==> config.mk <==
export PLATFORM = sky130hd
export DESIGN_NAME = tag_range_span
export DESIGN_NICKNAME = d
export VERILOG_FILES = /design/src/rtl/tag_range_pkg.sv /design/src/rtl/tag_range_span.sv
export SDC_FILE = /design/constraint.sdc
export NUM_CORES = 1
export LEC_CHECK = 0
export BUFFER_PORTS_ARGS = -buffer_cell sky130_fd_sc_hd__buf_2
export CAP_MARGIN = 5
export CORE_MARGIN = 2
export CORE_UTILIZATION = 34
export DETAILED_ROUTE_END_ITERATION = 10
export PLACE_DENSITY = 0.92
export SLEW_MARGIN = 15
export SYNTH_ARGS = -nofsm -noshare
export SYNTH_HDL_FRONTEND = slang
export SYNTH_SLANG_ARGS = --single-unit
==> constraint.sdc <==
create_clock -name vclk -period 3.8
set_clock_uncertainty 0.1 [all_clocks]
set_input_delay 0.38 -clock vclk [all_inputs]
set_output_delay 0.38 -clock vclk [all_outputs]
set_load 0.03 [all_outputs]
==> src/rtl/tag_range_pkg.sv <==
package tag_range_pkg;
  localparam int TAG_W   = 4;
  localparam int GRAN_LG = 4;              // 16-byte granule
  localparam int BYTE_LG = GRAN_LG + 1;    // two granules per tag byte
  localparam int NIB_N   = 8 / TAG_W;

  typedef enum logic [1:0] {
    ST_IDLE  = 2'd0,
    ST_FETCH = 2'd1,
    ST_CHECK = 2'd2
  } walk_st_e;
endpackage

==> src/rtl/tag_range_span.sv <==
module tag_range_span
  import tag_range_pkg::*;
#(
  parameter int ADDR_W = 32,
  parameter int SIZE_W = 8,
  parameter int CNT_W  = 5,
  localparam int IDX_W = ADDR_W - BYTE_LG,
  localparam int GID_W = ADDR_W - GRAN_LG
) (
  input  logic [ADDR_W-1:0] addr_i,
  input  logic [SIZE_W-1:0] size_m1_i,
  output logic [CNT_W-1:0]  total_o,
  output logic [IDX_W-1:0]  first_idx_o,
  output logic              odd_o
);
  logic [ADDR_W-1:0] last_addr;
  logic [GID_W-1:0]  gid_diff;

  always_comb begin
    last_addr   = addr_i + ADDR_W'(size_m1_i);
    gid_diff    = last_addr[ADDR_W-1:GRAN_LG] - addr_i[ADDR_W-1:GRAN_LG];
    total_o     = gid_diff[CNT_W-1:0] + CNT_W'(1);
    first_idx_o = addr_i[ADDR_W-1:BYTE_LG];
    odd_o       = addr_i[GRAN_LG];
  end
endmodule

==> flow_metrics.py, run 1 <==
metrics = {
    "die": {
        "die-area_sq_um": 2030,
        "core_sq_um": 1540,
        "die_w_microns": 45.0,
        "die_h_microns": 45.0,
        "rows": 14,
        "start_util_pct": 37.1,
        "pin_count": 73,
    },
    "finish": {
        "design.seq.count": 0,
        "final_cell_mix": "24 x buf_2, 14 x ha_1, 5 x inv_1, 4 x xor2_1",
        "mostFrequentLayoutCell": "buf_2",
        "drive_above_1_share_pct": 41.8,
        "fin_cells": 83,
        "syn_to_final_growth_pct": -8.53,
        "n_antenna_cell": 0,
        "nNetsFinal": 124,
        "multi_input_area_sq_um": 349,
        "seq_area_sq_um": 0,
        "n_fill_cell": 176,
        "final_util_pct": 33.9,
        "clock_buffers": 0,
    },
    "timing": {
        "finalCritPeriodShare_pct": 96.1,
        "worstMarginPinSlew_ns": 0.198,
        "hold_violations": 0,
        "rsz0062_at_grt": "false",
        "maxSlewHeadroom_pct": 86.7,
        "timing.fmax_ghz": 0.274,
        "fin_setup_tns_ns": 0,
        "fin_crit_ns": 3.65,
        "fin_ws_ns": 0.147,
        "setup_viol": 0,
        "drv_slew": 0,
    },
    "synth": {
        "syn_area_sq_um": 572,
        "syn_nets": 124,
        "yosysSeqAreaShare_pct": 0,
        "yosysWarnings": 0,
        "synth_top_area_share_pct": 36.8,
        "syn_inst": 69,
        "synth_cell_types": 15,
        "synthTopCellsByArea": "buf_4 37%, ha_1 31%, xor2_1 6.1%, xnor2_1 4.6%, fa_1 3.5%",
        "postSynthAreaPerCell_sq_um": 8.29,
        "synth_area_leader_cell": "buf_4",
    },
    "routing": {
        "ant_nets": 0,
        "drt-wirelength-per-cell_microns": 10.0,
        "vias": 410,
        "drt_iter0_drc": 1,
        "via_per_inst": 4.94,
        "firstDrtPassIters": 2,
        "drt-total-wl_microns": 834,
        "drc_errors": 0,
    },
    "worst_setup_path": {
        "crit_top_cell": "ha_1",
        "cp_slowest_cell": "a311o_2",
        "crit_chain": "buf_2 -> ha_1 -> a311oi_2 -> nor2_1 -> a311o_2 -> xor2_1 -> ha_1 -> ha_1 -> a21o_1 -> a21oi_1 -> xor2_1 -> xnor2_1 -> buf_4",
        "end_kind": "primary output",
        "crit_fanout": 3,
        "startpoint_type": "input pin",
        "cpPeakStageDelay_ns": 0.42,
        "crit_arrival_ns": 3.17,
        "crit_required_ns": 3.32,
        "timing_worst_setup_path_type": "in2out",
    },
    "placement": {
        "dp_slack_ns": 0.104,
        "gp_routability_congestion": 0.648,
        "dp_hpwl_microns": 791,
        "io_buffer_count": 25,
        "placedCellCount": 82,
    },
    "min_path": {
        "min_from": "addr_i[15]",
        "hold_path.class": "in2out",
        "hold_path_depth": 0,
        "holdPathEnd": "first_idx_o[10]",
    },
    "job": {
        "maxCapViolCount": 0,
    },
    "pwr": {
        "peakVddDrop_v": 0.000195,
        "p_per_area_nw_per_um2": 370,
        "p_leak_nw": 0.307,
        "total_power_w": 0.000193,
    },
    "grt": {
        "overflow": 0,
        "grt_antenna_before_repair": 0,
        "grt_first_pass_wirelength_mm": 1.31,
        "grt_pass1_vias": 345,
        "grt_max_degree": 5,
        "grt_usage_pct": 7.96,
    },
    "outcome": {
        "status": "finished clean",
    },
    "clocking": {
        "ctsHoldBuffers": 0,
    },
}
cell usage after synthesis:
master	count
a21oi_1	3
inv_1	5
buf_4	28
nor2_1	3
nor2b_1	1
a311o_2	1
o21a_1	1
xnor2_1	3
xor2_1	4
ha_1	14
fa_1	1
a21o_1	2
a31oi_1	1
a311oi_1	1
o21ai_0	1
area by class of cell:
| type | count | area share, % |
|---|---|---|
| Multi-Input combinational cell | 36 | 66.7 |
| Tap cell | 16 | 3.83 |
| Timing Repair Buffer | 26 | 25.8 |
| Inverter | 5 | 3.59 |
per-stage QoR:
stage | instance area, sq um | hold WS, ns
floorplan | 572 | 0.792
global placement | 507 | 0.660
detailed placement | 507 | 0.660
CTS | 507 | 0.660
global route | 523 | 0.660
finish | 523 | 0.660
metal layers:
layer  up-vias  GRT usage (%)  part of all wire, %
li1        200              -                    -
met1       176           8.94                   37
met2        32           15.4                   48
met3         2           1.20                   15
met4         0           1.76                 0.48
met5         -              0                    0
power breakdown:
| part | switching (W) | leakage [nW] | internal [W] | total, W |
|---|---|---|---|---|
| Combinational | 0.000117 | 0.307 | 0.0000760 | 0.000193 |
| Sequential | 0 | 0 | 0 | 0 |
| Clock | 0 | 0 | 0 | 0 |
critical path, delay by kind of cell:
| family | cells | cell delay [ns] |
|---|---|---|
| compound gates | 4 | 1.03 |
| xor+xnor | 3 | 0.46 |
| fa+ha+maj | 3 | 0.91 |
| buf+inv | 2 | 0.28 |
| simple gates | 1 | 0.10 |
what timing repair did:
| action | CTS | global route |
|---|---|---|
| resized for setup | 0 | 3 |
| hold endpoints to repair | 0 | 0 |
| setup buffers | 0 | 1 |
| setup endpoints to repair | 0 | 1 |
logic make-up (layout without fill, tap and decap cells):
| logic type | after synthesis | after routing | synth area share, % |
|---|---|---|---|
| buf+inv | 33 | 31 | 40.0 |
| compound gates | 10 | 10 | 12.0 |
| fa+ha+maj | 15 | 15 | 34.1 |
| xor+xnor | 7 | 7 | 10.7 |
| simple gates | 4 | 4 | 3.06 |
worst max path at each step:
| stage | start | endpoint | slack (ns) |
|---|---|---|---|
| floorplan | addr_i[1] | total_o[4] | 0.20 |
| global placement | addr_i[1] | total_o[4] | 0.13 |
| detailed placement | addr_i[1] | total_o[4] | 0.10 |
| CTS | addr_i[1] | total_o[4] | 0.09 |
| global route | addr_i[1] | total_o[4] | 0.008 |
| finish | addr_i[1] | total_o[4] | 0.15 |
Note: power is estimated with default switching activity, not from simulation.
==> run 2: changes to the inputs <==
PLACE_DENSITY = 0.85   (was 0.92)
==> flow_metrics.py, run 2 (synthesis gave the netlist of run 1 again) <==
metrics = {
    "worst_setup_path": {
        "crit_required_ns": 3.32,
        "timing_worst_setup_path_type": "in2out",
        "end_kind": "primary output",
        "crit_fanout": 3,
        "crit_arrival_ns": 3.19,
        "startpoint_type": "input pin",
    },
    "timing": {
        "drv_slew": 0,
        "maxSlewHeadroom_pct": 83.7,
        "timing.fmax_ghz": 0.272,
        "fin_ws_ns": 0.126,
        "worstMarginPinSlew_ns": 0.244,
        "fin_setup_tns_ns": 0,
        "fin_crit_ns": 3.67,
        "setup_viol": 0,
        "finalCritPeriodShare_pct": 96.7,
        "hold_violations": 0,
    },
    "pwr": {
        "p_per_area_nw_per_um2": 373,
        "p_switching_w": 0.000120,
        "p_leak_nw": 0.303,
        "total_power_w": 0.000195,
        "comb_power_share_pct": 100.0,
        "power_switching_share_pct": 61.7,
        "clkPwrFrac_pct": 0,
        "intPower_w": 0.0000746,
        "peakVddDrop_v": 0.000139,
        "seqPwrFrac_pct": 0,
    },
    "placement": {
        "placedCellCount": 82,
        "io_buffer_count": 25,
        "gp_routability_congestion": 0.688,
        "dp_slack_ns": 0.0816,
    },
    "finish": {
        "final_util_pct": 33.8,
        "final_cell_mix": "24 x buf_2, 14 x ha_1, 5 x inv_1, 4 x xor2_1, 3 x xnor2_1",
        "drive_above_1_share_pct": 43.9,
        "syn_to_final_growth_pct": -8.75,
        "design.seq.count": 0,
        "n_antenna_cell": 0,
        "fin_cells": 82,
        "seq_area_sq_um": 0,
        "mostFrequentLayoutCell": "buf_2",
        "clock_buffers": 0,
        "nNetsFinal": 123,
    },
    "routing": {
        "ant_nets": 0,
        "drt-wirelength-per-cell_microns": 11.2,
        "wl_met2_microns": 479,
        "highest_layer": "met3",
        "drc_errors": 0,
        "met1_length_microns": 291,
        "wl_met3_microns": 144,
        "drt_iter0_drc": 0,
        "via_per_inst": 5.04,
        "vias": 413,
        "firstDrtPassIters": 1,
        "drt-total-wl_microns": 915,
    },
    "die": {
        "start_util_pct": 37.1,
        "die-area_sq_um": 2030,
        "die_h_microns": 45.0,
        "core_sq_um": 1540,
        "rows": 14,
        "die_w_microns": 45.0,
        "pin_count": 73,
    },
    "grt": {
        "grt_pass1_vias": 351,
        "grt_antenna_before_repair": 0,
        "grt_first_pass_wirelength_mm": 1.29,
        "overflow": 0,
        "grt_max_degree": 5,
        "grt_usage_pct": 8.04,
    },
    "job": {
        "maxCapViolCount": 0,
    },
    "outcome": {
        "status": "finished clean",
    },
    "min_path": {
        "hold_path.class": "in2out",
    },
    "clocking": {
        "ctsHoldBuffers": 0,
    },
}
## run 2: cell types whose count changed in the layout (fill, tap and decap cells not counted)
cell     previous run  this run
a21oi_2             0         1
a21oi_1             3         2
nor2_1              3         2
nor2_2              0         1
buf_4               2         1
## run 2: what timing repair did
item / in CTS / in global routing
gates resized for setup: 0 / 5
setup buffers: 0 / 0
endpoints found under the setup margin: 0 / 1
## run 2: area by class of cell
cell class	instances	area (sq um)
fill	173	1020
multi-input combinational	36	355
timing repair buffer	25	128
tap	16	20.0
inverter	5	18.8
## run 2: per-layer routing
metal / up-vias / track usage [%]
li1: 197 / -
met1: 185 / 7.49
met2: 31 / 17.7
met3: 0 / 2.00
met4: 0 / 0
met5: - / 0
## run 2: power groups by stage
stage / Combinational [W] / Sequential [W] / Clock, W
global route: 0.000214 / 0 / 0
detailed placement: 0.000188 / 0 / 0
global placement: 0.000185 / 0 / 0
finish: 0.000195 / 0 / 0
floorplan: 0.000197 / 0 / 0
CTS: 0.000189 / 0 / 0
## run 2: worst paths after layout
kind                       start              end  slack (ns)  depth (start not counted)
worst max-delay path   addr_i[1]       total_o[4]        0.13                         13
worst min-delay path  addr_i[20]  first_idx_o[15]        0.66                          0
## run 2: critical path, cell delays in order
cell and delay, ns:
buf_2 0.10, ha_1 0.29, a311oi_2 0.31, nor2_2 0.09
a311o_2 0.43, xor2_1 0.16, ha_1 0.32, ha_1 0.30
a21o_1 0.19, a21oi_2 0.15, xor2_1 0.18, xnor2_1 0.13
buf_4 0.18
## run 2: metrics by stage
step	hold WS [ns]	area, sq um
6_report	0.660	522
5_1_grt	0.660	522
4_1_cts	0.660	507
3_5_place_dp	0.660	507
3_3_place_gp	0.660	507
2_1_floorplan	0.792	572
